## src/rtl/sd_ocr_pkg.sv

```systemverilog
package sd_ocr_pkg;
  localparam int ARG_W   = 32;
  localparam int BIT_S18 = 24;
  localparam int BIT_XPC = 28;
  localparam int BIT_CCS = 30;

  typedef enum logic [1:0] {
    KIND_SIG33  = 2'd0,
    KIND_OPCOND = 2'd1,
    KIND_SW18   = 2'd2
  } cmd_kind_e;

  typedef enum logic [1:0] {
    ST_IDLE  = 2'd0,
    ST_SIG33 = 2'd1,
    ST_OPC   = 2'd2,
    ST_SW18  = 2'd3
  } seq_state_e;
endpackage

```

## src/rtl/rail_current_cmp.sv

```systemverilog
module rail_current_cmp #(
  parameter int CUR_W     = 8,
  parameter int CUR_MULT  = 4,
  parameter int CUR_LIMIT = 150
) (
  input  logic             rail_en,
  input  logic [CUR_W-1:0] field,
  output logic             over
);
  localparam int PW = CUR_W + 16;
  logic [PW-1:0] milliamps;

  always_comb begin
    milliamps = PW'(field) * PW'(CUR_MULT);
    over      = rail_en && (milliamps > PW'(CUR_LIMIT));
  end
endmodule

```

## src/rtl/ocr_arg_builder.sv

```systemverilog
module ocr_arg_builder
  import sd_ocr_pkg::*;
#(
  parameter int UHS_N     = 5,
  parameter int RAIL_N    = 3,
  parameter int CUR_W     = 8,
  parameter int CUR_MULT  = 4,
  parameter int CUR_LIMIT = 150
) (
  input  logic                    ifcond_ok,
  input  logic [UHS_N-1:0]        uhs_caps,
  input  logic [RAIL_N-1:0]       rail_en,
  input  logic [RAIL_N*CUR_W-1:0] rail_cur,
  output logic [ARG_W-1:0]        arg
);
  logic [RAIL_N-1:0] rail_over;

  for (genvar g = 0; g < RAIL_N; g++) begin : g_rail
    rail_current_cmp #(
      .CUR_W(CUR_W), .CUR_MULT(CUR_MULT), .CUR_LIMIT(CUR_LIMIT)
    ) u_cmp (
      .rail_en(rail_en[g]),
      .field  (rail_cur[g*CUR_W +: CUR_W]),
      .over   (rail_over[g])
    );
  end

  always_comb begin
    arg          = '0;
    arg[BIT_CCS] = ifcond_ok;
    arg[BIT_S18] = |uhs_caps;
    arg[BIT_XPC] = |rail_over;
  end
endmodule

```

## src/rtl/switch_decider.sv

```systemverilog
module switch_decider
  import sd_ocr_pkg::*;
(
  input  logic [ARG_W-1:0] resp,
  input  logic             s18_requested,
  input  logic             spi_mode,
  output logic             start_switch
);
  localparam logic [ARG_W-1:0] ACCEPT_MASK =
    (ARG_W'(1) << BIT_CCS) | (ARG_W'(1) << BIT_S18);

  always_comb begin
    start_switch = ((resp & ACCEPT_MASK) == ACCEPT_MASK) && s18_requested && !spi_mode;
  end
endmodule

```

## src/rtl/ocr_seq.sv

```systemverilog
module ocr_seq
  import sd_ocr_pkg::*;
(
  input  logic             clk,
  input  logic             rst_n,
  input  logic             attach,
  input  logic [ARG_W-1:0] arg_new,
  input  logic             start_switch,
  input  logic             step_done,
  input  logic             step_err,
  output logic [ARG_W-1:0] arg_cur,
  output logic             req,
  output cmd_kind_e        kind,
  output logic [ARG_W-1:0] arg_out,
  output logic             seq_done,
  output logic             seq_err,
  output logic             low_volt
);
  seq_state_e       st_q, st_d;
  logic [ARG_W-1:0] arg_q, arg_d;
  logic             arg_en;
  logic             done_q, done_d;
  logic             err_q, err_d;
  logic             lv_q, lv_d;

  always_comb begin
    st_d   = st_q;
    arg_d  = arg_q;
    arg_en = 1'b0;
    done_d = 1'b0;
    err_d  = err_q;
    lv_d   = lv_q;
    if (attach) begin
      st_d   = ST_SIG33;
      arg_d  = arg_new;
      arg_en = 1'b1;
      err_d  = 1'b0;
      lv_d   = 1'b0;
    end else if (step_done && st_q != ST_IDLE) begin
      unique case (st_q)
        ST_SIG33: begin
          if (step_err) begin
            st_d = ST_IDLE; err_d = 1'b1; done_d = 1'b1;
          end else begin
            st_d = ST_OPC;
          end
        end
        ST_OPC: begin
          if (step_err) begin
            st_d = ST_IDLE; err_d = 1'b1; done_d = 1'b1;
          end else if (start_switch) begin
            st_d = ST_SW18;
          end else begin
            st_d = ST_IDLE; done_d = 1'b1;
          end
        end
        ST_SW18: begin
          if (step_err) begin
            st_d           = ST_OPC;
            arg_d          = arg_q;
            arg_d[BIT_S18] = 1'b0;
            arg_en         = 1'b1;
          end else begin
            st_d = ST_IDLE; lv_d = 1'b1; done_d = 1'b1;
          end
        end
        default: st_d = ST_IDLE;
      endcase
    end
  end

  always_ff @(posedge clk or negedge rst_n) begin
    if (!rst_n) begin
      st_q   <= ST_IDLE;
      arg_q  <= '0;
      done_q <= 1'b0;
      err_q  <= 1'b0;
      lv_q   <= 1'b0;
    end else begin
      st_q   <= st_d;
      done_q <= done_d;
      err_q  <= err_d;
      lv_q   <= lv_d;
      if (arg_en) arg_q <= arg_d;
    end
  end

  always_comb begin
    req = (st_q != ST_IDLE);
    unique case (st_q)
      ST_OPC:  kind = KIND_OPCOND;
      ST_SW18: kind = KIND_SW18;
      default: kind = KIND_SIG33;
    endcase
    arg_out  = (st_q == ST_OPC) ? arg_q : '0;
    arg_cur  = arg_q;
    seq_done = done_q;
    seq_err  = err_q;
    low_volt = lv_q;
  end
endmodule

```

## src/rtl/sd_opcond_ctrl.sv

```systemverilog
module sd_opcond_ctrl
  import sd_ocr_pkg::*;
#(
  parameter int UHS_N     = 5,
  parameter int RAIL_N    = 3,
  parameter int CUR_W     = 8,
  parameter int CUR_MULT  = 4,
  parameter int CUR_LIMIT = 150
) (
  input  logic                    clk,
  input  logic                    rst_n,
  input  logic                    attach_i,
  input  logic                    ifcond_ok_i,
  input  logic                    spi_mode_i,
  input  logic [UHS_N-1:0]        uhs_caps_i,
  input  logic [RAIL_N-1:0]       rail_en_i,
  input  logic [RAIL_N*CUR_W-1:0] rail_cur_i,
  output logic                    cmd_req_o,
  output logic [1:0]              cmd_kind_o,
  output logic [ARG_W-1:0]        cmd_arg_o,
  input  logic                    cmd_done_i,
  input  logic                    cmd_err_i,
  input  logic [ARG_W-1:0]        cmd_resp_i,
  output logic                    done_o,
  output logic                    err_o,
  output logic                    low_volt_o
);
  logic [ARG_W-1:0] arg_new;
  logic [ARG_W-1:0] arg_cur;
  logic             start_switch;
  cmd_kind_e        kind;

  ocr_arg_builder #(
    .UHS_N(UHS_N), .RAIL_N(RAIL_N), .CUR_W(CUR_W),
    .CUR_MULT(CUR_MULT), .CUR_LIMIT(CUR_LIMIT)
  ) u_build (
    .ifcond_ok(ifcond_ok_i),
    .uhs_caps (uhs_caps_i),
    .rail_en  (rail_en_i),
    .rail_cur (rail_cur_i),
    .arg      (arg_new)
  );

  switch_decider u_decide (
    .resp         (cmd_resp_i),
    .s18_requested(arg_cur[BIT_S18]),
    .spi_mode     (spi_mode_i),
    .start_switch (start_switch)
  );

  ocr_seq u_seq (
    .clk         (clk),
    .rst_n       (rst_n),
    .attach      (attach_i),
    .arg_new     (arg_new),
    .start_switch(start_switch),
    .step_done   (cmd_done_i),
    .step_err    (cmd_err_i),
    .arg_cur     (arg_cur),
    .req         (cmd_req_o),
    .kind        (kind),
    .arg_out     (cmd_arg_o),
    .seq_done    (done_o),
    .seq_err     (err_o),
    .low_volt    (low_volt_o)
  );

  assign cmd_kind_o = kind;
endmodule

```

## config.mk

```make
export PLATFORM = sky130hd
export DESIGN_NAME = sd_opcond_ctrl
export DESIGN_NICKNAME = d
export VERILOG_FILES = /design/src/rtl/sd_ocr_pkg.sv /design/src/rtl/rail_current_cmp.sv /design/src/rtl/ocr_arg_builder.sv /design/src/rtl/switch_decider.sv /design/src/rtl/ocr_seq.sv /design/src/rtl/sd_opcond_ctrl.sv
export SDC_FILE = /design/constraint.sdc
export NUM_CORES = 1
export LEC_CHECK = 0
export ABC_AREA = 1
export CAP_MARGIN = 15
export CORE_UTILIZATION = 38
export CTS_CLUSTER_DIAMETER = 200
export DETAILED_ROUTE_END_ITERATION = 6
export GPL_TIMING_DRIVEN = 1
export PLACE_DENSITY_LB_ADDON = 0.12
export REMOVE_ABC_BUFFERS = 1
export SYNTH_ARGS = -nofsm -noshare
export SYNTH_HDL_FRONTEND = slang
export SYNTH_HIERARCHICAL = 1
export SYNTH_SLANG_ARGS = --single-unit
```

## constraint.sdc

```tcl
create_clock -name clk -period 1.1 [get_ports clk]
set_input_delay 0.11 -clock clk [delete_from_list [all_inputs] [get_ports clk]]
set_output_delay 0.11 -clock clk [all_outputs]
set_load 0.05 [all_outputs]
```

## Word-level counts from Yosys, hierarchy flattened

Cells that the tools add are included.

- Input port bits: 71
- Flip-flop bits (word level): 37
- Output and inout bits: 38
- Logic and storage cells: 64

- Reductions and logical operators: 19
- Magnitude comparators: 3
- Eq/ne operators: 5
- Multiplexer cells: 31

Operator list:

| kind | number |
|---|---|
| 2-to-1 mux 32 bit | 4 |
| greater-than comparator 10 x 8 -> 1 bit, second input constant | 3 |
| 2-to-1 mux 25 bit | 1 |
| 2-to-1 mux 1 bit | 17 |
| 2-to-1 mux 2 bit | 6 |
| nonzero test 2 bit | 5 |
| == test 2 bit, second input constant | 3 |
| logical AND 1 bit | 6 |
| case mux 2 bit (3 select lines) | 1 |
| AND reduction 3 bit | 2 |
| OR reduction 5 bit | 1 |
| case mux 2 bit (2 select lines) | 1 |
| AND reduction 4 bit | 1 |
| case mux 1 bit (3 select lines) | 1 |
| OR reduction 3 bit | 1 |
| == test 2 x 1 -> 1 bit, second input constant | 1 |
| != test 2 bit, second input constant | 1 |
| AND reduction 2 bit | 1 |
| OR reduction 2 bit | 1 |
| zero test 1 bit | 1 |

## Depth between registers and ports, before layout

Gate-level depths: netlist of the first run.

- Depth in word-level cells: 8
- Gate-level depth with buffers: 8
- Gate-level depth less buffers: 8

## Cells and area by module

Netlist of the first run, hierarchy kept.

Modules (own cells, without submodules):

| module | area an instance (um^2) | seq. area each (um^2) | cells each | times used |
|---|---|---|---|---|
| ocr_seq | 1880.6 | 925.9 | 244 | 1 |
| ocr_arg_builder | 256.5 | 0.0 | 38 | 1 |
| rail_current_cmp | 31.3 | 0.0 | 7 | 3 |
| switch_decider | 17.5 | 0.0 | 4 | 1 |

## Worst setup path before layout of the first run

No wires, ideal clock.

- Path type: register -> register
- Start: register u_seq.st_q[0]
- End: register u_seq.st_q[0]
- Setup time: 0.119 ns
- Required time: 0.981 ns
- Clock period less this slack: 1.388 ns
- Stages on the path, launching flop included: 8
- Arrival time: 1.269 ns
- Path buffers: 0
- Slack: -0.288 ns
- Cell sequence: dfrtp_1 inv_1 ha_1 inv_2 nand2_2 nor2_4 nand2_1 and2_1

- Elaborated cells between the ends (all ways): 9
- Classes of those cells: eq/ne: 3; mux: 3; reduce/logical: 3

RTL lines:

| element | line | source |
|---|---|---|
| start: declaration | ocr_seq.sv:19 | `seq_state_e st_q, st_d;` |
| start signal: assignment | ocr_seq.sv:80 | `st_q <= st_d;` |
| nonzero test 2 bit | - |  |
| via cmd_req_o | sd_opcond_ctrl.sv:18 | `output logic cmd_req_o,` |
| logical AND 1 bit | ocr_seq.sv:39 | `end else if (step_done && st_q != ST_IDLE) begin` |
| nonzero test 2 bit (no line) | - |  |

The timed path passes the listed nets, and every way through them passes these cells. The select of a mux whose other input is x is not followed.
A chain may end at the register's enable or synchronous reset.

## Worst setup path in the final report of the first run

- Start: register u_seq.st_q[0]
- End: output cmd_arg_o[0]

- Cells in the longest elaborated chain, start to end: 2

Ends and longest elaborated chain:

| element | line | source |
|---|---|---|
| == test 2 bit | ocr_seq.sv:95 | `arg_out = (st_q == ST_OPC) ? arg_q : '0;` |
| 2-to-1 mux 32 bit | ocr_seq.sv:95 |  |
| end: declaration | sd_opcond_ctrl.sv:20 | `output logic [ARG_W-1:0] cmd_arg_o,` |

Every way passes these cells.

==> flow_metrics.tcl, run 1 <==
set metrics [dict create \
    globalRouteTotalUtil_pct 17.5 \
    grt_overflow_total 0 \
    grt_max_degree 38 \
    post-dp-hpwl_um 3370 \
    synthesis.yosys.warnings 6 \
    timing.final.hold_violations 0 \
    worst_path_most_repeated_cell "inv_2" \
    drt.antenna.violating_nets 0 \
    core_region_area_sq_um 5610 \
    path_max_fanout 11 \
    placed_area_sq_um 3390 \
    filler_cell_count 476 \
    setup_slack_of_the_critical_path_after_layout_ns -0.384 \
    finalWorstPathRequiredPeriod_ns 1.48 \
    violations "negative setup slack" \
    finalMaxSlewViolations 0 \
    worstSetupStartpointType "flop" \
    synth_edf_count 0 \
    ys_ff_latch 37 \
    maxClockFrequency_mhz 674 \
    unrepaired_setup_endpoints_after_global_routing "yes" \
    initial_util_pct 40.1 \
    setup.worst_path.start "u_seq/st_q[0]" \
    clock_tree_from_tritoncts "built" \
    buffer_ports.inserted 75 \
    cts_made_buffers 5 \
    yosysSeqAreaShare_pct 41.2 \
    finalSetupViolations 41 \
    clock-skew-final_ns 0.00132 \
    clkSinkCount 37 \
    fin_util_pct 66.4 \
    hold_path_class "in -> async" \
    routed_via_density 4.01 \
    syn-mean-instance-area_sq_um 7.32 \
    fin_area_sq_um 3720 \
    cpMaxStageDelayCell "dfrtp_1" \
    cp.required_ns 0.99 \
    synth-main-ff-cell "dfrtp_1" \
    cts-root-buf "clkbuf_8" \
    path_class "reg -> out" \
    total_number_of_h_tree_levels 2 \
    crit-reg2reg-launch "u_seq/st_q[0]" \
    cellLeakagePower_nw 1.98 \
    cp.arrival_ns 1.37 \
    worstPathCellList "inv_2, ha_4, buf_8, nand2_1, inv_2, buf_12" \
    kind_of_cell_adding_the_most_delay_to_the_critical_path "buffers and inverters" \
    synth_cell_types 20 \
    whs_ns 0.333 \
    fp.dieH_um 78.9 \
    postSynthCellCount 307 \
    initial_antenna_violation_count 0 \
    status "complete, but fails checks" \
    drt-wirelength-per-cell_um 9.69 \
    antenna_cells 0 \
    io-pin-count 109 \
    critPathCaptureType "output port" \
    layout.nets 477 \
    drt_drc_violations_left 0 \
    register_area_sq_um 926 \
    dp_worst_setup_slack_ns -0.245 \
    worst_ir_drop_vdd_uv 597 \
    grt_first_pass_wirelength_um 8450 \
    wl_um 4580 \
    syn2layout_area_growth_pct 65.6 \
    floorplan.die.width_um 78.9 \
    die_outline_area_sq_um 6230 \
    combined_area_of_the_multi_input_logic_cells_sq_um 1050 \
    timing.final.crit_share_pct 135 \
    critical-path-max-stage-delay_ns 0.39 \
    gp_routability_congestion 0.780 \
    layout-drive-gt1-share_pct 35.2 \
    power_density_nw_per_um2 981 \
    clkTransAtPathRegs_ns 0.07 \
    netlist_area_sq_um 2250 \
    drv_cap 0 \
    insertion_delay_ns 0.28 \
    cp_num_buf_inv 4 \
    cts_buffer_depth 2 \
    drt_iter0_markers 87 \
    dr_total_vias 1897 \
    async_reset_ff_share_pct 100 \
    std_cell_rows 27 \
    first_pass_iters 4 \
    vias_in_the_first_global_route 1973 \
]
cell families after synthesis:
group                      Yosys count  synth area share, %
AOI/OAI and AO/OA                    6                 2.11
adders and majority gates            6                 3.34
buffers and inverters               85                 22.6
DFF                                 37                 41.2
other                                1                0.167
and+or+nand+nor                    172                 30.6
layout make-up:
| cell class | instances | area share [%] |
|---|---|---|
| Clock buffer | 6 | 2.22 |
| Clock inverter | 2 | 1.01 |
| Inverter | 44 | 4.70 |
| Multi-Input combinational cell | 213 | 28.2 |
| Sequential cell | 37 | 24.9 |
| Tap cell | 72 | 2.42 |
| Timing Repair Buffer | 99 | 36.6 |
cell usage after synthesis (3+ instances only):
cell / n / area [sq um]
nand2_1: 142 / 533
inv_1: 42 / 158
dfrtp_1: 37 / 926
buf_4: 36 / 270
nor2_1: 12 / 45.0
nand2_2: 9 / 56.3
ha_1: 6 / 75.1
nand3_1: 6 / 30.0
buf_6: 4 / 45.0
a21oi_2: 3 / 26.3
power by group:
part | internal, mW | switching (mW)
registers | 1.48 | 0.0811
clock network | 0.737 | 0.481
logic | 0.440 | 0.436
metal layers:
metal / vias up / routed length, um / GRT usage [%]
li1: 1015 / - / -
met1: 835 / 1910 / 18.6
met2: 45 / 2440 / 33.2
met3: 2 / 202 / 5.29
met4: 0 / 29 / 4.91
met5: - / 0 / 0
path summary, 6_finish.rpt:
path,slack (ns),to,depth (start not counted)
worst max-delay path,-0.38,cmd_arg_o[0],6
worst min-delay path,0.33,u_seq/arg_cur[24],3
worst max register to register,-0.22,u_seq/st_q[0],8
worst min register to register,0.47,u_seq/arg_cur[6],2
max in group asynchronous,0.58,u_seq/arg_cur[6],3
min in group clk,0.36,u_seq/arg_cur[30],3
stage by stage:
| stage | power, mW | setup TNS (ns) | cells |
|---|---|---|---|
| after floorplan | 1.91 | -22.35 | 294 |
| after global placement | 2.35 | -6.73 | 459 |
| after detailed placement | 2.37 | -8.92 | 459 |
| after CTS | 3.67 | -13.88 | 472 |
| after global routing | 3.85 | -15.95 | 473 |
| final | 3.65 | -13.48 | 473 |
tightest hold or removal path: stages:
cell	delay, ns
dlygate4sd3_1	0.53
buf_2	0.13
buf_12	0.22
cells in the final DEF (no fill, tap or decap):
cell type / netlist / layout
a21boi_2: 0 / 1
nand2_4: 0 / 3
clkdlybuf4s50_1: 0 / 36
nand3_1: 6 / 3
inv_2: 1 / 34
a21oi_2: 3 / 3
o21ai_2: 1 / 1
buf_2: 0 / 1
buf_4: 36 / 15
nand3_2: 0 / 3
nand2_1: 142 / 132
o21ai_1: 1 / 1
nor2_4: 1 / 2
buf_12: 1 / 40
inv_1: 42 / 8
nor2_1: 12 / 11
clkbuf_8: 0 / 6
inv_8: 1 / 1
conb_1: 1 / 29
and2_1: 1 / 1
buf_8: 0 / 2
dfrtp_1: 37 / 37
nand2_2: 9 / 16
ha_4: 0 / 5
ha_1: 6 / 1
bufinv_16: 0 / 1
dlygate4sd3_1: 0 / 1
nor2_2: 1 / 1
buf_6: 4 / 4
inv_4: 0 / 1
clkinvlp_4: 0 / 1
repair_timing:
action / in CTS / in global routing
buffers inserted: 3 / 2
hold buffers: 1 / 0
cloned: 1 / 0
setup endpoints to repair: 40 / 41
hold endpoints to repair: 37 / 0
resized for setup: 55 / 19
pin swaps: 8 / 1
registers in the layout, indices dropped and copies added (netlist names):
name,cells
u_seq/st_q,2
u_seq/arg_cur,32
u_seq/low_volt,1
u_seq/seq_done,1
u_seq/seq_err,1
No activity file was read; power rests on OpenSTA's default activity.
==> run 2, diff against run 1 <==
--- a/config.mk
+++ b/config.mk
@@ -6,7 +6,6 @@
 export NUM_CORES = 1
 export LEC_CHECK = 0
 export ABC_AREA = 1
-export CAP_MARGIN = 15
 export CORE_UTILIZATION = 38
 export CTS_CLUSTER_DIAMETER = 200
 export DETAILED_ROUTE_END_ITERATION = 6
==> results of run 2 <==
Same layout as run 1: the final DEF is identical, and so are final timing and power.
